===== config.mk =====
export PLATFORM = sky130hd
export DESIGN_NAME = i2c_step_master
export DESIGN_NICKNAME = d
export VERILOG_FILES = /design/src/rtl/i2cm_pkg.sv /design/src/rtl/i2cm_regs.sv /design/src/rtl/i2cm_baud.sv /design/src/rtl/i2cm_engine.sv /design/src/rtl/i2c_step_master.sv
export SDC_FILE = /design/constraint.sdc
export NUM_CORES = 1
export LEC_CHECK = 0
export BUFFER_PORTS_ARGS = -buffer_cell sky130_fd_sc_hd__buf_2
export CORE_ASPECT_RATIO = 1.1
export CORE_UTILIZATION = 35
export CTS_CLUSTER_DIAMETER = 40
export CTS_CLUSTER_SIZE = 25
export DETAILED_ROUTE_END_ITERATION = 8
export SLEW_MARGIN = 30
export SYNTH_ARGS = -nofsm -noshare
export SYNTH_HDL_FRONTEND = slang
export SYNTH_HIERARCHICAL = 1
export SYNTH_SLANG_ARGS = --single-unit

===== constraint.sdc =====
create_clock -name clk -period 2.3 [get_ports clk]
set_clock_uncertainty 0.1 [all_clocks]
set_input_delay 0.115 -clock clk [delete_from_list [all_inputs] [get_ports clk]]
set_output_delay 0.115 -clock clk [all_outputs]
set_load 0.05 [all_outputs]

===== src/rtl/i2cm_pkg.sv =====
package i2cm_pkg;

  typedef enum logic [3:0] {
    S_IDLE, S_ST_A, S_ST_B, S_HOLD, S_RS_A,
    S_BIT_LO, S_BIT_HI, S_SP_A, S_SP_B, S_SP_C
  } eng_state_e;

  // status codes, five bits (shown on the bus side as code << 3)
  localparam logic [4:0] C_START   = 5'h01;
  localparam logic [4:0] C_RSTART  = 5'h02;
  localparam logic [4:0] C_AW_ACK  = 5'h03;
  localparam logic [4:0] C_AW_NACK = 5'h04;
  localparam logic [4:0] C_DW_ACK  = 5'h05;
  localparam logic [4:0] C_DW_NACK = 5'h06;
  localparam logic [4:0] C_LOST    = 5'h07;
  localparam logic [4:0] C_AR_ACK  = 5'h08;
  localparam logic [4:0] C_AR_NACK = 5'h09;
  localparam logic [4:0] C_DR_ACK  = 5'h0A;
  localparam logic [4:0] C_DR_NACK = 5'h0B;
  localparam logic [4:0] C_IDLE    = 5'h1F;

  localparam logic [1:0] A_DATA = 2'd0;
  localparam logic [1:0] A_CTRL = 2'd1;
  localparam logic [1:0] A_STAT = 2'd2;
  localparam logic [1:0] A_SRST = 2'd3;

  typedef struct packed {
    logic ien;
    logic enab;
    logic sta;
    logic stp;
    logic aak;
  } ctrl_t;

endpackage


===== src/rtl/i2cm_regs.sv =====
module i2cm_regs
  import i2cm_pkg::*;
#(
  parameter int AW    = 2,
  parameter int DW    = 8,
  parameter int CFG_W = 7
) (
  input  logic             clk,
  input  logic             rst_n,
  input  logic [AW-1:0]    reg_addr,
  input  logic             reg_wr,
  input  logic [DW-1:0]    reg_wdata,
  output logic [DW-1:0]    reg_rdata,
  output ctrl_t            ctrl,
  output logic             iflg,
  output logic [4:0]       code,
  output logic [CFG_W-1:0] clk_cfg,
  output logic [DW-1:0]    tx_byte,
  output logic             srst,
  input  logic             ev_valid,
  input  logic             ev_flag,
  input  logic [4:0]       ev_code,
  input  logic             rx_valid,
  input  logic [DW-1:0]    rx_byte,
  input  logic             sta_clr,
  input  logic             stp_clr
);

  ctrl_t            ctrl_q, ctrl_d;
  logic             iflg_q, iflg_d;
  logic [4:0]       code_q, code_d;
  logic [DW-1:0]    data_q, data_d;
  logic [CFG_W-1:0] cfg_q, cfg_d;

  assign srst = reg_wr && (reg_addr == AW'(A_SRST));

  always_comb begin
    ctrl_d = ctrl_q;
    iflg_d = iflg_q;
    code_d = code_q;
    data_d = data_q;
    cfg_d  = cfg_q;
    if (reg_wr) begin
      case (reg_addr)
        AW'(A_DATA): data_d = reg_wdata;
        AW'(A_CTRL): begin
          ctrl_d.ien  = reg_wdata[7];
          ctrl_d.enab = reg_wdata[6];
          ctrl_d.sta  = reg_wdata[5];
          ctrl_d.stp  = reg_wdata[4];
          ctrl_d.aak  = reg_wdata[2];
          iflg_d      = iflg_q & reg_wdata[3];
        end
        AW'(A_STAT): cfg_d = reg_wdata[CFG_W-1:0];
        default: ;
      endcase
    end
    if (rx_valid) data_d = rx_byte;
    if (sta_clr)  ctrl_d.sta = 1'b0;
    if (stp_clr)  ctrl_d.stp = 1'b0;
    if (ev_valid) begin
      code_d = ev_code;
      if (ev_flag) iflg_d = 1'b1;
    end
    if (srst) begin
      ctrl_d = '0;
      iflg_d = 1'b0;
      code_d = C_IDLE;
      data_d = '0;
      cfg_d  = '0;
    end
  end

  always_ff @(posedge clk or negedge rst_n) begin
    if (!rst_n) begin
      ctrl_q <= '0;
      iflg_q <= 1'b0;
      code_q <= C_IDLE;
      data_q <= '0;
      cfg_q  <= '0;
    end else begin
      ctrl_q <= ctrl_d;
      iflg_q <= iflg_d;
      code_q <= code_d;
      data_q <= data_d;
      cfg_q  <= cfg_d;
    end
  end

  always_comb begin
    case (reg_addr)
      AW'(A_DATA): reg_rdata = data_q;
      AW'(A_CTRL): reg_rdata = DW'({ctrl_q.ien, ctrl_q.enab, ctrl_q.sta, ctrl_q.stp,
                                    iflg_q, ctrl_q.aak, 2'b00});
      AW'(A_STAT): reg_rdata = DW'({code_q, 3'b000});
      default:     reg_rdata = '0;
    endcase
  end

  assign ctrl    = ctrl_q;
  assign iflg    = iflg_q;
  assign code    = code_q;
  assign clk_cfg = cfg_q;
  assign tx_byte = data_q;

endmodule


===== src/rtl/i2cm_baud.sv =====
module i2cm_baud #(
  parameter int M_W = 4,
  parameter int N_W = 3
) (
  input  logic               clk,
  input  logic               rst_n,
  input  logic               srst,
  input  logic               run,
  input  logic [M_W+N_W-1:0] cfg,
  output logic               tick
);

  localparam int CNT_W = M_W + (1 << N_W) + 3;

  logic [CNT_W-1:0] base, half, cnt_q, cnt_d;
  logic [M_W-1:0]   m_val;
  logic [N_W-1:0]   n_val;

  assign m_val = cfg[M_W+N_W-1:N_W];
  assign n_val = cfg[N_W-1:0];

  // half period = (M+1) * 2^N * 5 clocks
  always_comb begin
    base = (CNT_W'(m_val) + CNT_W'(1)) << n_val;
    half = (base << 2) + base;
  end

  assign tick = run && (cnt_q == '0);

  always_comb begin
    cnt_d = cnt_q;
    if (!run || cnt_q == '0) cnt_d = half - CNT_W'(1);
    else                     cnt_d = cnt_q - CNT_W'(1);
    if (srst) cnt_d = '0;
  end

  always_ff @(posedge clk or negedge rst_n) begin
    if (!rst_n) cnt_q <= '0;
    else        cnt_q <= cnt_d;
  end

endmodule


===== src/rtl/i2cm_engine.sv =====
module i2cm_engine
  import i2cm_pkg::*;
#(
  parameter int DW = 8
) (
  input  logic          clk,
  input  logic          rst_n,
  input  logic          srst,
  input  logic          tick,
  output logic          run,
  input  logic          sda_in,
  output logic          scl_drive_low,
  output logic          sda_drive_low,
  input  logic          iflg,
  input  logic          enab,
  input  logic          sta,
  input  logic          stp,
  input  logic          aak,
  input  logic [DW-1:0] tx_byte,
  output logic          ev_valid,
  output logic          ev_flag,
  output logic [4:0]    ev_code,
  output logic          rx_valid,
  output logic [DW-1:0] rx_byte,
  output logic          sta_clr,
  output logic          stp_clr
);

  localparam int BC_W = $clog2(DW + 1);

  eng_state_e      state_q, state_d;
  logic [BC_W-1:0] bit_q, bit_d;
  logic [DW-1:0]   sh_q, sh_d;
  logic            sda_q, sda_d;
  logic            is_addr_q, is_addr_d;
  logic            rd_q, rd_d;
  logic            rx_q, rx_d;
  logic            pend_q, pend_d;
  logic            rep_q, rep_d;
  logic            ack_q, ack_d;

  assign run           = (state_q != S_IDLE) && (state_q != S_HOLD);
  assign scl_drive_low = (state_q == S_HOLD) || (state_q == S_RS_A) ||
                         (state_q == S_BIT_LO) || (state_q == S_SP_A);
  assign sda_drive_low = sda_q;
  assign rx_byte       = sh_q;

  always_comb begin
    state_d   = state_q;
    bit_d     = bit_q;
    sh_d      = sh_q;
    sda_d     = sda_q;
    is_addr_d = is_addr_q;
    rd_d      = rd_q;
    rx_d      = rx_q;
    pend_d    = pend_q;
    rep_d     = rep_q;
    ack_d     = ack_q;
    ev_valid  = 1'b0;
    ev_flag   = 1'b0;
    ev_code   = C_IDLE;
    rx_valid  = 1'b0;
    sta_clr   = 1'b0;
    stp_clr   = 1'b0;

    case (state_q)
      S_IDLE: begin
        sda_d = 1'b0;
        if (enab && sta && !iflg) begin
          state_d = S_ST_A;
          rep_d   = 1'b0;
        end else if (stp) begin
          stp_clr = 1'b1;
        end
      end
      S_ST_A: begin
        sda_d = 1'b0;
        if (tick) begin
          state_d = S_ST_B;
          sda_d   = 1'b1;
        end
      end
      S_ST_B: begin
        if (tick) begin
          state_d  = S_HOLD;
          ev_valid = 1'b1;
          ev_flag  = 1'b1;
          ev_code  = rep_q ? C_RSTART : C_START;
          sta_clr  = 1'b1;
          pend_d   = 1'b1;
        end
      end
      S_HOLD: begin
        if (!iflg) begin
          if (sta) begin
            state_d = S_RS_A;
            sda_d   = 1'b0;
            rep_d   = 1'b1;
          end else if (stp) begin
            state_d = S_SP_A;
            sda_d   = 1'b1;
          end else begin
            state_d = S_BIT_LO;
            bit_d   = '0;
            if (pend_q) begin
              sh_d      = tx_byte;
              is_addr_d = 1'b1;
              rx_d      = 1'b0;
              rd_d      = tx_byte[0];
              sda_d     = ~tx_byte[DW-1];
            end else if (rd_q) begin
              is_addr_d = 1'b0;
              rx_d      = 1'b1;
              sda_d     = 1'b0;
            end else begin
              sh_d      = tx_byte;
              is_addr_d = 1'b0;
              rx_d      = 1'b0;
              sda_d     = ~tx_byte[DW-1];
            end
          end
        end
      end
      S_BIT_LO: begin
        if (tick) state_d = S_BIT_HI;
      end
      S_BIT_HI: begin
        if (tick) begin
          if (bit_q == BC_W'(DW)) begin
            // acknowledge bit finished
            state_d  = S_HOLD;
            sda_d    = 1'b0;
            ev_valid = 1'b1;
            ev_flag  = 1'b1;
            if (is_addr_q) begin
              pend_d = 1'b0;
              if (rd_q) ev_code = sda_in ? C_AR_NACK : C_AR_ACK;
              else       ev_code = sda_in ? C_AW_NACK : C_AW_ACK;
            end else if (rx_q) begin
              rx_valid = 1'b1;
              ev_code  = ack_q ? C_DR_ACK : C_DR_NACK;
            end else begin
              ev_code = sda_in ? C_DW_NACK : C_DW_ACK;
            end
          end else if (!rx_q && !sda_q && !sda_in) begin
            // sent a 1 but the wire is low: give the bus away
            state_d  = S_IDLE;
            sda_d    = 1'b0;
            pend_d   = 1'b0;
            ev_valid = 1'b1;
            ev_flag  = 1'b1;
            ev_code  = C_LOST;
          end else begin
            state_d = S_BIT_LO;
            bit_d   = bit_q + BC_W'(1);
            if (rx_q) sh_d = {sh_q[DW-2:0], sda_in};
            else      sh_d = {sh_q[DW-2:0], 1'b0};
            if (bit_q == BC_W'(DW - 1)) begin
              sda_d = rx_q ? aak : 1'b0;
              ack_d = aak;
            end else begin
              sda_d = rx_q ? 1'b0 : ~sh_q[DW-2];
            end
          end
        end
      end
      S_RS_A: begin
        if (tick) state_d = S_ST_A;
      end
      S_SP_A: begin
        if (tick) state_d = S_SP_B;
      end
      S_SP_B: begin
        if (tick) begin
          state_d = S_SP_C;
          sda_d   = 1'b0;
        end
      end
      S_SP_C: begin
        if (tick) begin
          state_d  = S_IDLE;
          rd_d     = 1'b0;
          ev_valid = 1'b1;
          ev_code  = C_IDLE;
          stp_clr  = 1'b1;
        end
      end
      default: state_d = S_IDLE;
    endcase

    if (srst) begin
      state_d   = S_IDLE;
      bit_d     = '0;
      sh_d      = '0;
      sda_d     = 1'b0;
      is_addr_d = 1'b0;
      rd_d      = 1'b0;
      rx_d      = 1'b0;
      pend_d    = 1'b0;
      rep_d     = 1'b0;
      ack_d     = 1'b0;
    end
  end

  always_ff @(posedge clk or negedge rst_n) begin
    if (!rst_n) begin
      state_q   <= S_IDLE;
      bit_q     <= '0;
      sh_q      <= '0;
      sda_q     <= 1'b0;
      is_addr_q <= 1'b0;
      rd_q      <= 1'b0;
      rx_q      <= 1'b0;
      pend_q    <= 1'b0;
      rep_q     <= 1'b0;
      ack_q     <= 1'b0;
    end else begin
      state_q   <= state_d;
      bit_q     <= bit_d;
      sh_q      <= sh_d;
      sda_q     <= sda_d;
      is_addr_q <= is_addr_d;
      rd_q      <= rd_d;
      rx_q      <= rx_d;
      pend_q    <= pend_d;
      rep_q     <= rep_d;
      ack_q     <= ack_d;
    end
  end

endmodule


===== src/rtl/i2c_step_master.sv =====
module i2c_step_master
  import i2cm_pkg::*;
#(
  parameter int AW  = 2,
  parameter int DW  = 8,
  parameter int M_W = 4,
  parameter int N_W = 3
) (
  input  logic          clk,
  input  logic          rst_n,
  input  logic [AW-1:0] reg_addr,
  input  logic          reg_wr,
  input  logic [DW-1:0] reg_wdata,
  output logic [DW-1:0] reg_rdata,
  output logic          irq,
  input  logic          scl_in,
  input  logic          sda_in,
  output logic          scl_drive_low,
  output logic          sda_drive_low
);

  localparam int CFG_W = M_W + N_W;

  logic [1:0]       rs_q;
  logic             rst_n_s;
  ctrl_t            ctrl;
  logic             iflg_w, sta_w, stp_w;
  logic [4:0]       code_w;
  logic [CFG_W-1:0] cfg_w;
  logic [DW-1:0]    tx_byte, rx_byte;
  logic             srst, tick, run;
  logic             ev_valid, ev_flag, rx_valid, sta_clr, stp_clr;
  logic [4:0]       ev_code;
  logic             scl_unused;

  // asynchronous assertion, synchronous release
  always_ff @(posedge clk or negedge rst_n) begin
    if (!rst_n) rs_q <= 2'b00;
    else        rs_q <= {rs_q[0], 1'b1};
  end
  assign rst_n_s = rs_q[1];

  i2cm_regs #(.AW(AW), .DW(DW), .CFG_W(CFG_W)) u_regs (
    .clk(clk), .rst_n(rst_n_s),
    .reg_addr(reg_addr), .reg_wr(reg_wr), .reg_wdata(reg_wdata), .reg_rdata(reg_rdata),
    .ctrl(ctrl), .iflg(iflg_w), .code(code_w), .clk_cfg(cfg_w), .tx_byte(tx_byte),
    .srst(srst), .ev_valid(ev_valid), .ev_flag(ev_flag), .ev_code(ev_code),
    .rx_valid(rx_valid), .rx_byte(rx_byte), .sta_clr(sta_clr), .stp_clr(stp_clr)
  );

  i2cm_baud #(.M_W(M_W), .N_W(N_W)) u_baud (
    .clk(clk), .rst_n(rst_n_s), .srst(srst), .run(run), .cfg(cfg_w), .tick(tick)
  );

  i2cm_engine #(.DW(DW)) u_eng (
    .clk(clk), .rst_n(rst_n_s), .srst(srst), .tick(tick), .run(run),
    .sda_in(sda_in), .scl_drive_low(scl_drive_low), .sda_drive_low(sda_drive_low),
    .iflg(iflg_w), .enab(ctrl.enab), .sta(ctrl.sta), .stp(ctrl.stp), .aak(ctrl.aak),
    .tx_byte(tx_byte), .ev_valid(ev_valid), .ev_flag(ev_flag), .ev_code(ev_code),
    .rx_valid(rx_valid), .rx_byte(rx_byte), .sta_clr(sta_clr), .stp_clr(stp_clr)
  );

  assign sta_w      = ctrl.sta;
  assign stp_w      = ctrl.stp;
  assign irq        = ctrl.ien & iflg_w;
  assign scl_unused = scl_in;

endmodule


==> results of run 1 <==
[cells in the mapped netlist, drive strengths merged (2+ instances only)]
| library cell | count | area [um2] |
|---|---|---|
| nor4b | 2 | 17.5 |
| nor2 | 57 | 221 |
| mux2i | 30 | 300 |
| o31ai | 5 | 37.5 |
| clkbuf | 18 | 67.6 |
| nor3b | 6 | 55.1 |
| and3 | 5 | 32.5 |
| nand3 | 17 | 85.1 |
| a221o | 3 | 30.0 |
| o41ai | 2 | 17.5 |
| nand2b | 19 | 119 |
| and3b | 2 | 17.5 |
| xnor2 | 9 | 78.8 |
| ha | 25 | 313 |
| a32oi | 2 | 17.5 |
| nand4 | 6 | 43.8 |
| o21ai | 37 | 211 |
| a21oi | 34 | 170 |
| nor2b | 14 | 95.1 |
| or3 | 3 | 18.8 |
| a21o | 8 | 60.1 |
| a2111oi | 3 | 35.0 |
| o211ai | 4 | 30.0 |
| or2 | 2 | 12.5 |
| nand2 | 62 | 233 |
| a22oi | 10 | 75.1 |
| nand3b | 2 | 15.0 |
| mux2 | 2 | 22.5 |
| nand4b | 3 | 26.3 |
| a311oi | 2 | 23.8 |
| dfrtp | 61 | 1530 |
| o22ai | 12 | 81.3 |
| and2 | 3 | 18.8 |
| a31oi | 4 | 25.0 |
| o2bb2ai | 7 | 61.3 |
| xor2 | 17 | 149 |
| a211oi | 16 | 155 |
| a21boi | 2 | 15.0 |
| buf | 14 | 103 |
| inv | 34 | 128 |
| nor4 | 4 | 40.0 |
| dfstp | 5 | 131 |
| nor3 | 11 | 60.1 |
[cell families (layout without fill, tap and decap cells)]
kind of cell    after synthesis  after routing  synth area share (%)
simple gates                223            223                  22.6
compound gates              163            163                  22.4
flops                        66             66                  32.1
buf+inv                      66            217                  5.76
mux                          32             32                  6.25
fa+ha+maj                    26             26                  6.44
xor+xnor                     26             26                  4.41
other cells                   1              1                0.0726
[power groups by stage]
stage / clock (mW) / combinational (mW) / sequential (mW)
floorplan: 0 / 2.58 / 1.79
global placement: 0 / 3.91 / 1.75
detailed placement: 0 / 3.99 / 1.77
CTS: 1.45 / 4.25 / 1.76
global route: 1.49 / 4.84 / 1.84
finish: 1.42 / 4.48 / 1.81
[area by class of cell]
class / count / area share (%)
inverters: 34 / 1.81
flip-flops and latches: 66 / 22.3
multi-input cells: 471 / 49.9
clock buffers: 9 / 3.02
repair buffers: 167 / 18.8
well taps: 192 / 3.22
clock inverters: 7 / 1.02
[worst max path at each step]
stage,from,slack (ps),to,cells after the start
floorplan,u_regs/clk_cfg[3],-1010,u_baud/cnt_q[13],16
global route,u_regs/clk_cfg[4],-1180,u_baud/cnt_q[13],16
detailed placement,u_regs/clk_cfg[4],-1100,u_baud/cnt_q[13],16
global placement,u_regs/clk_cfg[3],-1010,u_baud/cnt_q[13],16
CTS,u_regs/clk_cfg[4],-1050,u_baud/cnt_q[13],16
finish,u_regs/clk_cfg[3],-1080,u_baud/cnt_q[13],16
[per-layer routing]
layer | wire, um | GRT usage (%) | up-vias
met5 | 0 | 0 | -
met4 | 374 | 7.99 | 0
met3 | 670 | 4.31 | 33
met2 | 8160 | 36.9 | 147
met1 | 6470 | 23.5 | 2422
li1 | - | - | 2458
[tightest hold or removal path: stages]
cell      delay [ps]
buf_2            140
nand4b_1         110
a21oi_2           60
[flip-flops by register name (all words and copies together), names as in the netlist, 2 cells and up]
register        flops
u_eng/bit_q         4
u_regs/tx_byte      8
u_eng/rx_byte       8
u_regs/code         5
u_regs/ctrl         5
rs_q                2
u_regs/clk_cfg      7
u_baud/cnt_q       15
u_eng/state_q       4
[what timing repair did]
action / CTS / global route
hold endpoints to repair: 13 / 0
buffers inserted: 16 / 8
cloned: 0 / 1
pin swaps: 36 / 29
resized for setup: 43 / 50
hold buffers: 10 / 0
endpoints found under the setup margin: 46 / 49
[stage by stage]
stage / cell area, um2 / util (%) / worst slack (ps) / instances
after floorplan: 5340 / - / -1010 / 603
after global placement: 6440 / 44.6 / -1010 / 899
after detailed placement: 6440 / 44.6 / -1100 / 899
after CTS: 7140 / 49.4 / -1050 / 939
after global routing: 7460 / 51.6 / -1180 / 946
final: 7460 / 51.6 / -1080 / 946
==> reports/metrics.yaml, run 1 <==
clk-insertion-delay-late_ps: 350
hold_ws_ps: 13.8
seq_area_mm2: 0.00166
status: "complete, but fails checks"
net-switching-power_mw: 3.20
grt_overflow_total: 0
antenna_found_initial: 0
grt_max_degree: 31
fin_crit_ps: 3380
p_clk_share_pct: 18.5
wirelength_um: 15700
total_power_mw: 7.71
mostFrequentLayoutCell: "buf_4"
vias: 5060
drt_iter0_drc: 361
gp_congestion: 0.861
dp_hpwl_um: 10800
synth_area_mm2: 0.00517
syn_area_per_cell_um2: 8.57
area_growth_pct: 44.3
p_seq_share_pct: 23.4
worstMarginPinSlew_ps: 604
crit_family: "compound AO/OA/AOI/OAI gates"
diodes: 0
numClockSinks: 66
synthCells: 603
leakage_nw: 3.24
via_per_inst: 5.35
min_path_type: "input pin to flop"
timing.final.ws_setup_ps: -1080
multi_input_area_mm2: 0.00372
violations: "negative setup slack"
regToRegStartpoint: "u_regs/clk_cfg[3]"
path_class: "flop to flop"
period_share_pct: 147
reg2reg_to: "u_baud/cnt_q[13]"
path_cells: "ha_4 > nand2_1 > o21ai_1 > a32o_2 > mux2i_1 > nor2b_1 > a21oi_2 > ha_1 > inv_2 > ha_4 > a21o_1 > a21o_1 > or4_4 > o21ai_4 > nor2_2 > a2111oi_2"
ant_nets: 0
reg2regPathDepth: 16
hold_end: "u_regs/ctrl[2]"
pin_count: 26
critical_path_peak_fanout: 5
setup_viol: 39
worstSetupEndpointType: "flop"
layout_common_cells: "buf_4, dfrtp_1, nand2_1, nor2_1, inv_1"
synth-seq-cells: 66
h-tree-depth: 3
synth_fp_nets: 644
maxCapViolations: 0
drc: 0
slowest_delay_ps: 500
finalHoldViolations: 0
root_buffer: "clkbuf_16"
drive_above_1_share_pct: 39.5
async_flop_share_pct: 100
cts_buffers: 9
ys_seq_area_share_pct: 32.1
die_area_mm2: 0.0153
wire_per_inst_um: 16.6
maxSlewViolCount: 0
setup_tns_ps: -11250
crit_required_ps: 2420
max_freq_mhz: 296
nFillCells: 1305
synth_edf_count: 0
synthFlopType: "dfrtp_1"
core_area_mm2: 0.0144
cpMaxStageDelayCell: "or4_4"
die_w_um: 118
yosys_warnings: 6
p_int_mw: 4.51
cp.buffers_inverters: 1
grt_use_total_pct: 20.4
vdd_drop_max_mv: 0.586
r2r_slack_ps: -1080
clockBufferDepth: 2
grt_pass1_wl_um: 24900
die_y_um: 129
cp-start-kind: "flop"
num_rows: 46
clk_pin_slew_ps: 60
relSlewSlack_pct: 59.6
power_frac_comb_pct: 58.1
p_sw_share_pct: 41.5
p_per_area_mw_per_mm2: 1030
crit_arrival_ps: 3500
start_util_pct: 35.8
grt_pass1_vias: 5165
drt_first_pass_iters: 8
io_buffers: 24
worstHoldStart: "reg_wr"
cts_tree: "built"
hold_depth: 3
rsz0062_at_grt: "true"
fin_nets: 790
yosysUniqueCellTypes: 80
Power figures use the tool's default switching activity.
==> run 2, diff against run 1 <==
--- a/config.mk
+++ b/config.mk
@@ -11,6 +11,7 @@
 export CTS_CLUSTER_DIAMETER = 40
 export CTS_CLUSTER_SIZE = 25
 export DETAILED_ROUTE_END_ITERATION = 8
+export SKIP_CTS_REPAIR_TIMING = 1
 export SLEW_MARGIN = 30
 export SYNTH_ARGS = -nofsm -noshare
 export SYNTH_HDL_FRONTEND = slang
==> run 2 against run 1 <==
  * The run still ends with negative setup slack left
  * Sequential power hardly changed
  * Total power is 1.5% lower
  * Register-to-register slack hardly changed
  * Sequential cell count stayed put
  * Cell area is 2.0% lower
  * Wire length is 3.0% lower
  * Critical path depth stayed put
  * Utilization is 1.0 points lower
  * Die area stayed put
  * Critical endpoint unchanged
  * Largest cell class unchanged
  * Largest power group unchanged
==> reports/metrics.yaml, run 2 (same netlist as run 1, synthesis figures left out) <==
crit_arrival_ps: 3490  # about the same
fin_nets: 779  # -1.4%
diodes: 0  # unchanged
hold_ws_ps: 3.57  # -10.2 ps
antenna_found_initial: 0  # unchanged
clk-insertion-delay-late_ps: 340  # about the same
core_area_mm2: 0.0144  # unchanged
crit_family: "compound AO/OA/AOI/OAI gates"
dp_hpwl_um: 10800  # unchanged
critical_path_peak_fanout: 5  # unchanged
pin_count: 26  # unchanged
vias: 5025  # -0.69%
net-switching-power_mw: 3.14  # -1.9%
drive_above_1_share_pct: 37.4  # -2.1 points
gp_congestion: 0.861  # unchanged
maxCapViolations: 0  # unchanged
p_seq_share_pct: 23.5  # about the same
cpMaxStageDelayCell: "or4_4"
worstMarginPinSlew_ps: 654  # +50.2 ps
min_path_type: "input pin to flop"
grt_overflow_total: 0  # unchanged
utilization_pct: 50.6  # -1.0 points
num_rows: 46  # unchanged
path_cells: "ha_4 > nand2_1 > o21ai_1 > a32o_2 > mux2i_1 > nor2b_1 > a21oi_2 > ha_1 > inv_2 > ha_4 > a21o_1 > a21o_1 > or4_4 > o21ai_4 > nor2_2 > a2111oi_2"
power_frac_comb_pct: 57.8  # -0.3 points
violations: "negative setup slack"
max_freq_mhz: 297  # +0.25%
start_util_pct: 35.8  # unchanged
via_per_inst: 5.37  # +0.48%
cp.buffers_inverters: 1  # unchanged
mostFrequentLayoutCell: "buf_4"
place_inst: 899  # unchanged
setup_viol: 44  # +13%
layout_common_cells: "buf_4, dfrtp_1, nand2_1, nor2_1, inv_1"
largest_register_ffs: 15  # unchanged
die_area_mm2: 0.0153  # unchanged
clockBufferDepth: 2  # unchanged
grt_max_degree: 31  # unchanged
wirelength_um: 15200  # -3.0%
cts_tree: "built"
status: "complete, but fails checks"
final_cells: 935  # -1.2%
timing.final.ws_setup_ps: -1070  # +8.25 ps
grt_use_total_pct: 19.7  # -0.70 points
root_buffer: "clkbuf_16"
area_growth_pct: 41.4
numClockSinks: 66  # unchanged
drt_first_pass_iters: 5  # -3
ant_nets: 0  # unchanged
h-tree-depth: 3  # unchanged
p_int_mw: 4.45  # -1.3%
crit_required_ps: 2420  # about the same
clk_pin_slew_ps: 60  # about the same
grt_pass1_vias: 5028  # -2.7%
vdd_drop_max_mv: 0.590  # +0.66%
wire_per_inst_um: 16.3  # -1.9%
cts_buffers: 9  # unchanged
io_buffers: 24  # unchanged
p_per_area_mw_per_mm2: 1040  # +0.48%
p_clk_share_pct: 18.6  # about the same
rsz0062_at_grt: "true"
grt_pass1_wl_um: 24100  # -3.3%
die_y_um: 129  # unchanged
maxSlewViolCount: 0  # unchanged
fin_crit_ps: 3370  # -8.25 ps
cp-start-kind: "flop"
total_power_mw: 7.59  # -1.5%
relSlewSlack_pct: 56.2  # -3.4 points
die_w_um: 118  # unchanged
leakage_nw: 3.15  # -2.9%
drc: 0  # unchanged
finalHoldViolations: 0  # unchanged
path_class: "flop to flop"
worstSetupEndpointType: "flop"
period_share_pct: 146  # -0.36 points
drt_iter0_drc: 322  # -11%
slowest_delay_ps: 500  # about the same
p_sw_share_pct: 41.3  # -0.14 points
regMostFlops: "u_baud/cnt_q"
-- run 2: changes by cell type in the layout (fill, tap and decap cells not counted), sizes merged --
cell	change
buf	-9
clkbuf	-1
clkinv	+1
dlygate4sd3	-1
inv	-1
-- run 2: layout make-up --
cell class | instances | area, um2
clock buffer | 9 | 225
clock inverter | 7 | 76.3
fill | 1333 | 7140
inverter | 34 | 140
multi-input combinational | 471 | 3690
sequential | 66 | 1660
tap | 192 | 240
timing repair buffer | 156 | 1270
-- run 2: layer usage --
layer	up-vias	routed length (um)	global-route usage (%)
li1	2441	-	-
met1	2415	6310	23.1
met2	133	7810	35.1
met3	36	616	4.14
met4	0	454	7.92
met5	-	0	0
-- run 2: power by group through the flow --
stage,Combinational [mW],Clock (mW),Sequential [mW]
after global placement,3.91,0,1.75
after floorplan,2.58,0,1.79
after detailed placement,3.99,0,1.77
after global routing,4.75,1.49,1.83
final,4.39,1.42,1.78
after CTS,4.03,1.45,1.75
-- run 2: tightest hold or removal path: cells and delay by family --
kind                   cells  cell delay [ps]
buffers and inverters      1              130
AOI/OAI and AO/OA          1               80
and+or+nand+nor            1               70
-- run 2: path summary, 6_finish.rpt --
path | start | endpoint | slack (ps) | cells past startpoint
hold reg to reg | rs_q[1] | u_regs/iflg | 150 | 0
hold / removal | reg_wdata[3] | u_regs/clk_cfg[3] | 4 | 3
min in group asynchronous | rs_q[1] | u_regs/iflg | 150 | 0
max in group asynchronous | rs_q[1] | u_baud/cnt_q[11] | 1310 | 1
setup reg to reg | u_regs/clk_cfg[3] | u_baud/cnt_q[13] | -1070 | 16
setup / recovery | u_regs/clk_cfg[3] | u_baud/cnt_q[13] | -1070 | 16
-- run 2: through the flow --
step | setup TNS (ps) | area [um2] | worst slack, ps
global route | -19190 | 7310 | -1180
detailed placement | -15490 | 6440 | -1100
CTS | -16940 | 6750 | -1140
global placement | -13530 | 6440 | -1010
floorplan | -7540 | 5340 | -1010
finish | -12860 | 7310 | -1070
